File: src/rtl/wxs_pkg.sv
package wxs_pkg;

  typedef enum logic [2:0] {
    S_IDLE,
    S_REQ,
    S_FETCH,
    S_SEND,
    S_WB
  } seqState_e;

  // strobes from control to datapath
  typedef struct packed {
    logic loadCtx;
    logic advance;
    logic writeBack;
    logic present;
  } dpStrobe_t;

  localparam logic [1:0] CMD_NONE     = 2'b00;
  localparam logic [1:0] CMD_TO_MEM   = 2'b01;
  localparam logic [1:0] CMD_FROM_MEM = 2'b10;

endpackage

File: src/rtl/wxs_ctrl.sv
module wxs_ctrl
  import wxs_pkg::*;
#(
  parameter int NDEV = 4,
  parameter int DW   = $clog2(NDEV)
) (
  input  logic            clk,
  input  logic            rstN,
  input  logic [NDEV-1:0] svcReq,
  input  logic            dataPoll,
  input  logic            ctxArmed,
  output dpStrobe_t       strobe,
  output logic [DW-1:0]   devSel,
  output logic            hsReq,
  output logic            busy,
  output logic [NDEV-1:0] svcClr
);

  seqState_e state;
  logic [NDEV-1:0] grant;
  logic [DW-1:0]   pickIdx;
  logic            anyReq;

  // lowest index wins
  always_comb begin
    logic seen;
    seen  = 1'b0;
    grant = '0;
    for (int i = 0; i < NDEV; i++) begin
      grant[i] = svcReq[i] & ~seen;
      seen     = seen | svcReq[i];
    end
    anyReq = seen;
  end

  always_comb begin
    pickIdx = '0;
    for (int i = 0; i < NDEV; i++)
      if (grant[i]) pickIdx = pickIdx | DW'(i);
  end

  always_ff @(posedge clk) begin
    if (!rstN) begin
      state  <= S_IDLE;
      devSel <= '0;
    end else begin
      unique case (state)
        S_IDLE:  if (anyReq) begin
                   state  <= S_REQ;
                   devSel <= pickIdx;
                 end
        S_REQ:   if (dataPoll) state <= S_FETCH;
        S_FETCH: state <= S_SEND;
        S_SEND:  state <= ctxArmed ? S_WB : S_IDLE;
        S_WB:    state <= S_IDLE;
        default: state <= S_IDLE;
      endcase
    end
  end

  assign hsReq            = (state == S_REQ);
  assign busy             = (state != S_IDLE);
  assign strobe.loadCtx   = (state == S_FETCH);
  assign strobe.present   = (state == S_SEND) && ctxArmed;
  assign strobe.advance   = (state == S_SEND) && ctxArmed;
  assign strobe.writeBack = (state == S_WB);

  for (genvar g = 0; g < NDEV; g++) begin : g_clr
    assign svcClr[g] = (state == S_SEND) && (devSel == DW'(g));
  end

endmodule

File: src/rtl/wxs_datapath.sv
module wxs_datapath
  import wxs_pkg::*;
#(
  parameter int NDEV = 4,
  parameter int DW   = $clog2(NDEV),
  parameter int AW   = 16,
  parameter int XW   = 4,
  parameter int CW   = 12
) (
  input  logic          clk,
  input  logic          rstN,
  input  dpStrobe_t     strobe,
  input  logic [DW-1:0] devSel,
  input  logic          cfgWe,
  input  logic [DW-1:0] cfgDev,
  input  logic [1:0]    cfgState,
  input  logic [AW-1:0] cfgAddr,
  input  logic [XW-1:0] cfgAux,
  input  logic [CW-1:0] cfgCount,
  output logic          ctxArmed,
  output logic          svcIn,
  output logic [AW-1:0] dataOut,
  output logic [XW-1:0] extOut,
  output logic [1:0]    ioCmd,
  output logic          termCount
);

  localparam int CTXW = 2 + AW + XW + CW;

  logic [NDEV-1:0][CTXW-1:0] ctxMem;
  logic [1:0]    stateReg;
  logic [AW-1:0] addrReg;
  logic [XW-1:0] auxReg;
  logic [CW-1:0] cntReg;
  logic          tcReg;
  logic [CW-1:0] cntNext;
  logic [1:0]    wbState;

  assign cntNext = cntReg + CW'(1);
  assign wbState = {stateReg[1] & ~tcReg, stateReg[0]};

  // context RAM: writeback beats a config write
  always_ff @(posedge clk) begin
    if (!rstN) begin
      ctxMem <= '0;
    end else begin
      for (int i = 0; i < NDEV; i++) begin
        if (strobe.writeBack && devSel == DW'(i))
          ctxMem[i] <= {wbState, addrReg, auxReg, cntReg};
        else if (cfgWe && cfgDev == DW'(i))
          ctxMem[i] <= {cfgState, cfgAddr, cfgAux, cfgCount};
      end
    end
  end

  always_ff @(posedge clk) begin
    if (!rstN) begin
      stateReg <= '0;
      addrReg  <= '0;
      auxReg   <= '0;
      cntReg   <= '0;
      tcReg    <= 1'b0;
    end else if (strobe.loadCtx) begin
      {stateReg, addrReg, auxReg, cntReg} <= ctxMem[devSel];
    end else if (strobe.advance) begin
      addrReg <= addrReg + AW'(1);
      cntReg  <= cntNext;
      tcReg   <= (cntNext == '0);
    end
  end

  assign ctxArmed  = stateReg[1];
  assign svcIn     = strobe.present;
  assign dataOut   = strobe.present ? addrReg : '0;
  assign extOut    = strobe.present ? auxReg  : '0;
  assign ioCmd     = !strobe.present ? CMD_NONE :
                     (stateReg[0] ? CMD_TO_MEM : CMD_FROM_MEM);
  assign termCount = tcReg;

endmodule

File: src/rtl/wordxfer_seq.sv
module wordxfer_seq
  import wxs_pkg::*;
#(
  parameter int NDEV = 4,
  parameter int AW   = 16,
  parameter int XW   = 4,
  parameter int CW   = 12
) (
  input  logic                     clk,
  input  logic                     rstN,
  input  logic [NDEV-1:0]          svcReq,
  output logic [NDEV-1:0]          svcClr,
  output logic                     hsReq,
  input  logic                     dataPoll,
  output logic                     svcIn,
  output logic [AW-1:0]            dataOut,
  output logic [XW-1:0]            extOut,
  output logic [1:0]               ioCmd,
  output logic                     termCount,
  output logic                     busy,
  input  logic                     cfgWe,
  input  logic [$clog2(NDEV)-1:0]  cfgDev,
  input  logic [1:0]               cfgState,
  input  logic [AW-1:0]            cfgAddr,
  input  logic [XW-1:0]            cfgAux,
  input  logic [CW-1:0]            cfgCount
);

  localparam int DW = $clog2(NDEV);

  dpStrobe_t     strobe;
  logic [DW-1:0] devSel;
  logic          ctxArmed;

  wxs_ctrl #(.NDEV(NDEV), .DW(DW)) i_ctrl (
    .clk(clk), .rstN(rstN), .svcReq(svcReq), .dataPoll(dataPoll),
    .ctxArmed(ctxArmed), .strobe(strobe), .devSel(devSel),
    .hsReq(hsReq), .busy(busy), .svcClr(svcClr)
  );

  wxs_datapath #(.NDEV(NDEV), .DW(DW), .AW(AW), .XW(XW), .CW(CW)) i_dp (
    .clk(clk), .rstN(rstN), .strobe(strobe), .devSel(devSel),
    .cfgWe(cfgWe), .cfgDev(cfgDev), .cfgState(cfgState),
    .cfgAddr(cfgAddr), .cfgAux(cfgAux), .cfgCount(cfgCount),
    .ctxArmed(ctxArmed), .svcIn(svcIn), .dataOut(dataOut),
    .extOut(extOut), .ioCmd(ioCmd), .termCount(termCount)
  );

endmodule

File: config.mk
export PLATFORM = sky130hd
export DESIGN_NAME = wordxfer_seq
export DESIGN_NICKNAME = d
export VERILOG_FILES = /design/src/rtl/wxs_pkg.sv /design/src/rtl/wxs_ctrl.sv /design/src/rtl/wxs_datapath.sv /design/src/rtl/wordxfer_seq.sv
export SDC_FILE = /design/constraint.sdc
export NUM_CORES = 1
export LEC_CHECK = 0
export BUFFER_PORTS_ARGS = -buffer_cell sky130_fd_sc_hd__buf_2
export CAP_MARGIN = 20
export CELL_PAD_IN_SITES_DETAIL_PLACEMENT = 0
export CELL_PAD_IN_SITES_GLOBAL_PLACEMENT = 2
export CORE_MARGIN = 8
export CORE_UTILIZATION = 35
export CTS_CLUSTER_DIAMETER = 100
export DETAILED_ROUTE_END_ITERATION = 7
export PLACE_DENSITY_LB_ADDON = 0.1
export SETUP_SLACK_MARGIN = 0.05
export SYNTH_ARGS = -nofsm -noshare
export SYNTH_HDL_FRONTEND = slang
export SYNTH_HIERARCHICAL = 1
export SYNTH_SLANG_ARGS = --single-unit
export TNS_END_PERCENT = 50
File: constraint.sdc
create_clock -name clk -period 2.1 [get_ports clk]
set_input_delay 0.105 -clock clk [delete_from_list [all_inputs] [get_ports clk]]
set_output_delay 0.105 -clock clk [all_outputs]
set_load 0.02 [all_outputs]
Word level (Yosys, flattened, before mapping). Index checks and enable logic that the tools add are counted. W data, S select, Z words.

Equal/unequal tests: 12. Divide/modulo/power cells: 0. Muxes and demuxes: 25. $add $sub $neg: 2. Multiply operators: 0. Shift-type cells: 0. Magnitude comparators: 1. Bitwise logic cells: 12. Reduce and logical (&&, ||, !) cells: 26.

Operators by type and width (count): $mux W34 (9); $bmux W34 S2 (1); $mux W16 (3); $mux W12 (2); $add A16 B1 Y16 const B (1); $logic_and A1 B1 Y1 (13); $add A12 B1 Y12 const B (1); $logic_not A12 Y1 (1); $pmux W3 S4 (1); $reduce_bool A2 Y1 (5); $mux W3 (3); $eq A2 B2 Y1 const B (4); $mux W2 (4); $eq A3 B2 Y1 const B (2); $reduce_and A2 Y1 (3); $not A1 Y1 (5); $and A1 B1 Y1 (4); $eq A2 B1 Y1 const B (2); $logic_not A2 Y1 (2); $mux W4 (1); $ne A2 B1 Y1 const B (2); $eq A3 B1 Y1 const B (1); $eq A3 B3 Y1 const B (1); $logic_not A3 Y1 (1); other kinds (4) (6).

Memory bits (read-only): 0. Bits of input ports: 44. Latch bits: 0. Register bits after elaboration: 176. Bits in writable memories: 0. Logic and storage cells: 89. Memories kept: 0.

Logic depth before layout (Yosys ltp). Gate-level depths: netlist of the first run.

Word-level depth: 5. Gate-level depth with buffers: 9. Mapped depth without buffers: 7.

By module. The synthesis of the first run kept the hierarchy.

Modules (own cells, without submodules): wxs_datapath (area each 8848.5 um^2, instances 1, cells an instance 936); wxs_ctrl (area each 306.5 um^2, instances 1, cells an instance 37).

Least setup slack after synthesis of the first run. OpenSTA, ideal clock, no wires.

Path kind: reg2reg. From: register i_ctrl.state[1]. To: register i_dp.addrReg[15]. Path buffers: 2. Arrival: 2.003 ns. Slack: 0.027 ns. Data required time: 2.030 ns. Setup time: 0.070 ns. Stages on the path, launching flop included: 10. Path through: dfxtp_1 -> and3b_1 -> and2_1 -> buf_4 -> and3_1 -> and3_1 -> buf_4 -> or3b_1 -> xor2_1 -> a21oi_1.

RTL lines: start, declared (RTL line wxs_ctrl.sv:19) `seqState_e state;`; start signal, assigned (RTL line wxs_ctrl.sv:54) `S_SEND: state <= ctxArmed ? S_WB : S_IDLE;`; end signal, assigned (RTL line wxs_datapath.sv:64) `{stateReg, addrReg, auxReg, cntReg} <= ctxMem[devSel];`; end signal, assigned (RTL line wxs_datapath.sv:66) `addrReg <= addrReg + AW'(1);`; end, declared (RTL line wxs_datapath.sv:32) `logic [AW-1:0] addrReg;`.

Worst setup path in the final report of the first run.
From: register i_ctrl.state[2]. To: output dataOut[1].

Word-level cells in the longest chain between the ends: 3.

Ends and longest elaborated chain: $eq A3 B2 Y1 (RTL line wxs_ctrl.sv:64) `assign strobe.present = (state == S_SEND) && ctxArmed;`; $logic_and A1 B1 Y1 (RTL line wxs_ctrl.sv:64); $mux W16 (RTL line wxs_datapath.sv:74) `assign dataOut = strobe.present ? addrReg : '0;`; end, declared (RTL line wordxfer_seq.sv:16) `output logic [AW-1:0] dataOut,`.

Every way passes these cells.

==> results of run 1 <==
## final timing paths
kind / startpoint / to
hold reg to reg: i_dp/ctxMem[46] / i_dp/ctxMem[46]
setup / recovery: i_ctrl/state[2] / dataOut[1]
hold / removal: rstN / i_dp/cntReg[9]
setup reg to reg: i_ctrl/state[2] / i_dp/addrReg[15]
## cells in the final DEF (no fill, tap or decap), drive strengths merged, types with 2 or more instances in the layout
cell,n
a41oi,2
clkbuf,19
a211oi,145
or3b,3
nor2,177
a21oi,22
nand2,27
ha,3
and3,5
nand3b,4
o21ai,24
and2,25
nand2b,4
buf,135
inv,11
o211ai,7
clkinv,3
mux2i,132
nand3,8
and4,4
nand4,8
mux4,34
a41o,2
xnor2,11
xor2,19
clkinvlp,5
dfxtp,176
a31oi,2
nor3,4
nor3b,3
## state kept, by name (all words and copies together), names as in the netlist
signal / flops
i_dp/stateReg: 2
i_dp/termCount: 1
i_ctrl/devSel: 2
i_dp/ctxMem: 136
i_dp/auxReg: 4
i_ctrl/state: 3
i_dp/cntReg: 12
i_dp/addrReg: 16
## critical path, delay by kind of cell, from the launching register on
family,cells,cell delay (ns)
flip-flops,1,0.32
buffers and inverters,2,0.41
AND/OR/NAND/NOR,3,0.66
## per-stage QoR
step / hold WS, ns / utilization / instances
floorplan: 0.243 / - / 973
global placement: 0.396 / 0.393 / 1337
detailed placement: 0.391 / 0.393 / 1337
CTS: 0.0233 / 0.415 / 1369
global route: 0.0369 / 0.415 / 1369
finish: 0.0464 / 0.415 / 1369
## per-layer routing
layer  track usage  vias to the layer above
li1              -                     3638
met1         0.248                     3489
met2         0.270                      102
met3        0.0277                       12
met4        0.0344                        0
met5             0                        -
## timing repair
action | CTS | global route
resized for setup | 2 | 2
endpoints found under the setup margin | 17 | 11
hold buffers | 1 | 0
endpoints found under the hold margin | 2 | 0
gates cloned | 0 | 0
## synthesized netlist by cell type (all sizes together) (19+ instances only)
library cell,n,area share
a21oi,22,0.012
mux2i,132,0.14
buf,51,0.030
dfxtp,176,0.38
nor2,177,0.073
clkbuf,55,0.023
xor2,19,0.018
mux4,34,0.084
nand2,27,0.011
and2,25,0.017
o21ai,24,0.013
a211oi,145,0.12
## logic make-up after synthesis
family / after synthesis / share of synthesized area
XOR/XNOR: 30 / 0.0287
AO/OA/AOI/OAI: 209 / 0.163
flip-flops: 176 / 0.385
adder cells (fa/ha/maj): 3 / 0.00410
AND/OR/NAND/NOR: 276 / 0.136
buffers and inverters: 113 / 0.0558
multiplexers: 166 / 0.228
## final cells by class
| class | instances | share of cell area |
|---|---|---|
| multi-input cells | 684 | 0.484 |
| flip-flops and latches | 176 | 0.329 |
| repair buffers | 136 | 0.0939 |
| clock buffers | 19 | 0.0423 |
| well taps | 335 | 0.0391 |
| clock inverters | 12 | 0.00922 |
| inverters | 7 | 0.00268 |
## power groups by stage
stage	combinational, mW	clock (mW)	sequential, mW
CTS	0.964	3.17	3.64
detailed placement	0.958	0	3.71
global placement	0.958	0	3.71
global route	1.06	3.30	3.66
floorplan	0.666	0	3.66
finish	0.951	3.07	3.64
==> impl_results.md, run 1 <==
* Status: complete, no violations
* # rows at 59
* Slew Limit Fails at 0
* Max-cap violations at 0
* Ys Warns at 6
* R2R cell count at 7
* Clk_skew at 0.0161 ns
* Top sig layer: met4
* Flops & latches, synth at 176
* Flop2flop setup slack at 0.20 ns
* H-tree levels at 4
* RSZ-0062 raised after global routing: true
* Slowest stage cell, crit path: dfxtp_1
* Clk buf depth at 2
* Root Buffer Master: clkbuf_16
* Footprint of the multi-input gates at 0.00519 mm^2
* Met2 wire len at 12.0 mm
* DRT iter0 DRCs at 413
* Die X at 178 um
* Sw Ratio at 0.276
* Post-synth EDFFs at 0
* Critical path's largest stage delay at 0.32 ns
* Synth Cell Area at 0.00916 mm^2
* Routed length per instance at 19.4 um
* Flop pwr share at 0.475
* Fin area at 0.0107 mm^2
* Drt first pass iters at 4
* Final worst path period share at 0.922
* Hpwl dp at 17.4 mm
* Die Y at 178 um
* CP Max Fanout at 19
* Layout fillers at 2,600
* GR Util All Layers at 0.173
* Initial antenna violation count at 0
* Wire length on met1 at 13.7 mm
* Routed wl met3 at 751 um
* Seq/Total Area, Yosys at 0.385
* Setup bufs post-CTS at 0
* WP data arrival at 1.83 ns
* Share of cells above drive strength 1 at 0.211
* Post-synth cell types at 48
* Cell Area, Placed at 0.0102 mm^2
* Synth Area per Inst at 9.41 um^2
* Worst-path clk slew at 0.07 ns
* Setup_tns at 0 ns
* CP Cell Sequence: and3b_1 -> and2_4 -> buf_6 -> and2_1 -> buf_2
* Final setup fails at 0
* Vias per cell at 5.29
* Final min period at 1.94 ns
* Routed wire length at 26.6 mm
* Max IR drop VDD at 0.510 mV
* Area Growth Syn to Fin at 17.2%
* Highest achievable clock rate at 0.516 GHz
* Largest net degree at the start of global routing at 108
* Leakage at 4.69 nW
* Placement Setup Slack at 0.0631 ns
* Crit start category: register
* CP endpoint kind: output port
* Clock latency at the later pin of the worst-skew pair at 0.43 ns
* Clk network pwr share at 0.401
* Switching power at 2.11 mW
* Final Hold Viols at 0
* FFs w/ async S/R, synth at 0
* Die footprint at 0.0316 mm^2
* Initial core utilization at 0.354
* Port-buffer cells at 73
* Grt total ovfl at 0
* ANT cells at 0
* CTS Sinks at 176
* Worst Max-Slew Pin Slew at 0.629 ns
* Vias after detailed routing at 7,241
* Syn nets at 1,020
* Fin nets at 1,069
* Hold path depth at 3
* First-pass GRT wire length at 43.0 mm
* Number of global-route vias before repair at 7,304
* Power Dens Cells at 714 mW/mm^2
* Core Region at 0.0258 mm^2
* Final WS setup at 0.164 ns
* Comb pwr share at 0.124
* DRC at 0
* I/O Pins at 74
* Cell Int Power at 5.54 mW
* Main synth FF type: dfxtp_1
* FF+latch area at 0.00353 mm^2
* Pwr Total at 7.65 mW
* CTS tree: done
* GPL Wtd Cong at 0.710
* Worst Path Required at 2.00 ns
* Rel. slew slack at 0.581
* Min-delay worst type: in -> reg
* Syn Inst Count at 973
* CTS Buf Count at 17
* WS Path Type: reg -> out
* Number of routed nets with antenna violations at 0
No activity file was read; power rests on OpenSTA's default activity.
==> run 2: changes to the inputs <==
SYNTH_HIERARCHICAL = unset   (was 1)
==> run 2 against run 1 <==
Against the previous run:
- clock power up 3%
- fmax increased by 5.6%
- flip-flop and latch count unchanged
- critical path type unchanged
==> impl_results.md, run 2 <==
* ANT cells at 0 (unchanged)
* Pwr Total at 7.48 mW (was 7.65 mW)
* Post-synth cell types at 54 (was 48)
* Leakage at 4.70 nW (was 4.69 nW)
* Largest reg by FF count: i_dp.ctxMem (was i_dp/ctxMem)
* Commonest cells after routing, fill and taps aside: 174 x dfxtp_1, 165 x nor2_1, 144 x a211oi_1 (was 177 x nor2_1, 172 x dfxtp_1, 145 x a211oi_1)
* Largest net degree at the start of global routing at 53 (was 108)
* Area Growth Syn to Fin at 15.0% (was 17.2%)
* Share of cells above drive strength 1 at 0.198 (was 0.211)
* Highest achievable clock rate at 0.545 GHz (was 0.516 GHz)
* Rel. slew slack at 0.411 (was 0.581)
* Clock latency at the later pin of the worst-skew pair at 0.43 ns (about the same)
* Port-buffer cells at 73 (unchanged)
* H-tree levels at 4 (unchanged)
* Setup bufs post-CTS at 0 (unchanged)
* Die footprint at 0.0321 mm^2 (was 0.0316 mm^2)
* DRT iter0 DRCs at 337 (was 413)
* Initial antenna violation count at 0 (unchanged)
* Max-cap violations at 0 (unchanged)
* Max IR drop VDD at 0.426 mV (was 0.510 mV)
* Die X at 179 um (was 178 um)
* Routed wire length at 27.9 mm (was 26.6 mm)
* Seq/Total Area, Yosys at 0.379 (was 0.385)
* Flop2flop setup slack at 0.34 ns (was 0.20 ns)
* CP Max Fanout at 11 (was 19)
* WP data arrival at 1.73 ns (was 1.83 ns)
* Root Buffer Master: clkbuf_16 (unchanged)
* Vias after detailed routing at 7,500 (was 7,241)
* Clk buf depth at 2 (unchanged)
* First-pass GRT wire length at 44.6 mm (was 43.0 mm)
* Wire length on met1 at 13.5 mm (was 13.7 mm)
* Max FFs per register at 136 (unchanged)
* Slew Limit Fails at 0 (unchanged)
* GPL Wtd Cong at 0.738 (was 0.710)
* Grt total ovfl at 0 (unchanged)
* FFs w/ async S/R, synth at 0 (unchanged)
* Routed wl met3 at 610 um (was 751 um)
* Synth Area per Inst at 9.38 um^2 (was 9.41 um^2)
* RSZ-0062 raised after global routing: false (was true)
* Setup crit end: dataOut[4] (was dataOut[1])
* Finished Core Util at 0.411 (was 0.415)
* Synth Cell Area at 0.00930 mm^2 (was 0.00916 mm^2)
* Number of global-route vias before repair at 7,621 (was 7,304)
* Flops & latches, synth at 176 (unchanged)
* Ys Warns at 0 (was 6)
* CTS Buf Count at 17 (unchanged)
* Main synth FF type: dfxtp_1 (unchanged)
* Worst reg2reg startpoint: i_dp.addrReg[0] (was i_ctrl/state[2])
* Setup_tns at 0 ns (unchanged)
* Min-delay worst type: in -> reg (unchanged)
* FF+latch area at 0.00353 mm^2 (about the same)
* Top cells by area, synth: dfxtp_1 38%, mux2i_1 15%, a211oi_1 12% (was dfxtp_1 38%, mux2i_1 14%, a211oi_1 12%)
* Syn Inst Count at 992 (was 973)
* Top flop regs: i_dp.ctxMem (136), i_dp.addrReg (16), i_dp.cntReg (12) (was i_dp/ctxMem (136), i_dp/addrReg (16), i_dp/cntReg (12))
* CTS Sinks at 176 (unchanged)
* Syn nets at 1,039 (was 1,020)
* Synth area leader: dfxtp_1 (unchanged)
* I/O Pins at 74 (unchanged)
* Vias per cell at 5.46 (was 5.29)
* Top sig layer: met4 (unchanged)
* Die Y at 179 um (was 178 um)
* Worst Path Required at 2.00 ns (about the same)
* Worst Max-Slew Pin Slew at 0.880 ns (was 0.629 ns)
* Power Dens Cells at 699 mW/mm^2 (was 714 mW/mm^2)
* Met2 wire len at 13.6 mm (was 12.0 mm)
* Reg-to-Reg End: i_dp.addrReg[10] (was i_dp/addrReg[15])
* WS Path Type: reg -> out (unchanged)
* Footprint of the multi-input gates at 0.00522 mm^2 (was 0.00519 mm^2)
* Final setup fails at 0 (unchanged)
* Final min period at 1.83 ns (was 1.94 ns)
* Core Region at 0.0261 mm^2 (was 0.0258 mm^2)
* Final worst path period share at 0.873 (was 0.922)
* CTS tree: done (unchanged)
* Clk_skew at 0.0114 ns (was 0.0161 ns)
* Crit start category: register (unchanged)
* Initial core utilization at 0.357 (was 0.354)
* Drt first pass iters at 4 (unchanged)
* Commonest non-fill, non-tap cell in the layout: dfxtp_1 (was nor2_1)
* Status: complete, no violations (unchanged)
* Worst setup startpoint: i_ctrl.state[1] (was i_ctrl/state[2])
* GR Util All Layers at 0.178 (was 0.173)
* Fin nets at 1,073 (was 1,069)
* CP endpoint kind: output port (unchanged)
* Final Hold Viols at 0 (unchanged)
* R2R cell count at 5 (was 7)
* Hpwl dp at 17.7 mm (was 17.4 mm)
* # rows at 59 (unchanged)
* DRC at 0 (unchanged)
* Cell with the most instances after synthesis: dfxtp_1 (was nor2_1)
* Top cell type's share of synthesized area at 0.379 (was 0.385)
* Worst hold margin at 0.0410 ns (was 0.0464 ns)
* Worst-path clk slew at 0.08 ns (was 0.07 ns)
* Post-synth top cells: 176 x dfxtp_1, 165 x nor2_1, 144 x a211oi_1 (was 177 x nor2_1, 176 x dfxtp_1, 145 x a211oi_1)
* Number of routed nets with antenna violations at 0 (unchanged)
* Post-synth EDFFs at 0 (unchanged)
* Routed length per instance at 20.3 um (was 19.4 um)
* Layout fillers at 2,598 (was 2,600)
[run 2: changes by cell type after synthesis, sizes merged, moves of 5 or more]
cell,before,now
o21ai,24,16
buf,51,60
nor2,177,165
nor3,4,12
a31oi,2,10
o211ai,7,1
xor2,19,6
xnor2,11,4
nand4,8,13
[run 2: cell type report]
cell class                      instances  share of cell area
Inverter                                7             0.00269
Timing Repair Buffer                  128              0.0881
Multi-Input combinational cell        696               0.488
Tap cell                              335              0.0392
Clock inverter                         14              0.0130
Clock buffer                           18              0.0401
Sequential cell                       176               0.329
[run 2: repair_timing]
action,in CTS,in global routing
hold buffers,1,0
endpoints found under the hold margin,1,0
gates resized for setup,0,0
[run 2: through the flow]
step	cell area (um^2)	setup WS, ns	instances
final	10700	0.266	1374
after global routing	10700	0.136	1374
after CTS	10700	0.215	1374
after detailed placement	10100	0.369	1341
after global placement	10100	0.371	1341
after floorplan	9300	0.463	992
[run 2: logic make-up after synthesis]
kind of cell	Yosys count	synth area share
and+or+nand+nor	298	0.152
AOI/OAI and AO/OA	214	0.163
DFF	176	0.379
muxes	171	0.230
buffers and inverters	120	0.0628
xor gates and xnor gates	10	0.00941
adders and majority gates	3	0.00403
[run 2: report_power, final]
| part | internal (mW) | switching, mW | total (mW) |
|---|---|---|---|
| clock network | 1.59 | 1.56 | 3.15 |
| registers | 3.45 | 0.0800 | 3.53 |
| logic | 0.364 | 0.437 | 0.801 |
[run 2: worst min path at each step]
stage / slack (ns) / cells past startpoint / end / startpoint
finish: 0.04 / 3 / i_dp.ctxMem[117] / cfgAux[3]
global route: 0.03 / 3 / i_dp.ctxMem[74] / cfgCount[6]
CTS: 0.02 / 3 / i_dp.ctxMem[83] / cfgAux[3]
detailed placement: 0.41 / 3 / i_ctrl.state[1] / dataPoll
global placement: 0.42 / 3 / i_ctrl.state[1] / dataPoll
floorplan: 0.27 / 2 / i_ctrl.state[1] / dataPoll
[run 2: worst max-delay path, cell delays in order, from the launching register on]
cell and delay [ns]:
dfxtp_1 0.36, nand4b_1 0.15, inv_2 0.20, buf_4 0.22
and2_1 0.19, buf_2 0.18
[run 2: metal layers]
layer,GRT usage,vias up
met2,0.300,88
met3,0.0291,12
met1,0.239,3653
li1,-,3747
met4,0.0296,0
met5,0,-
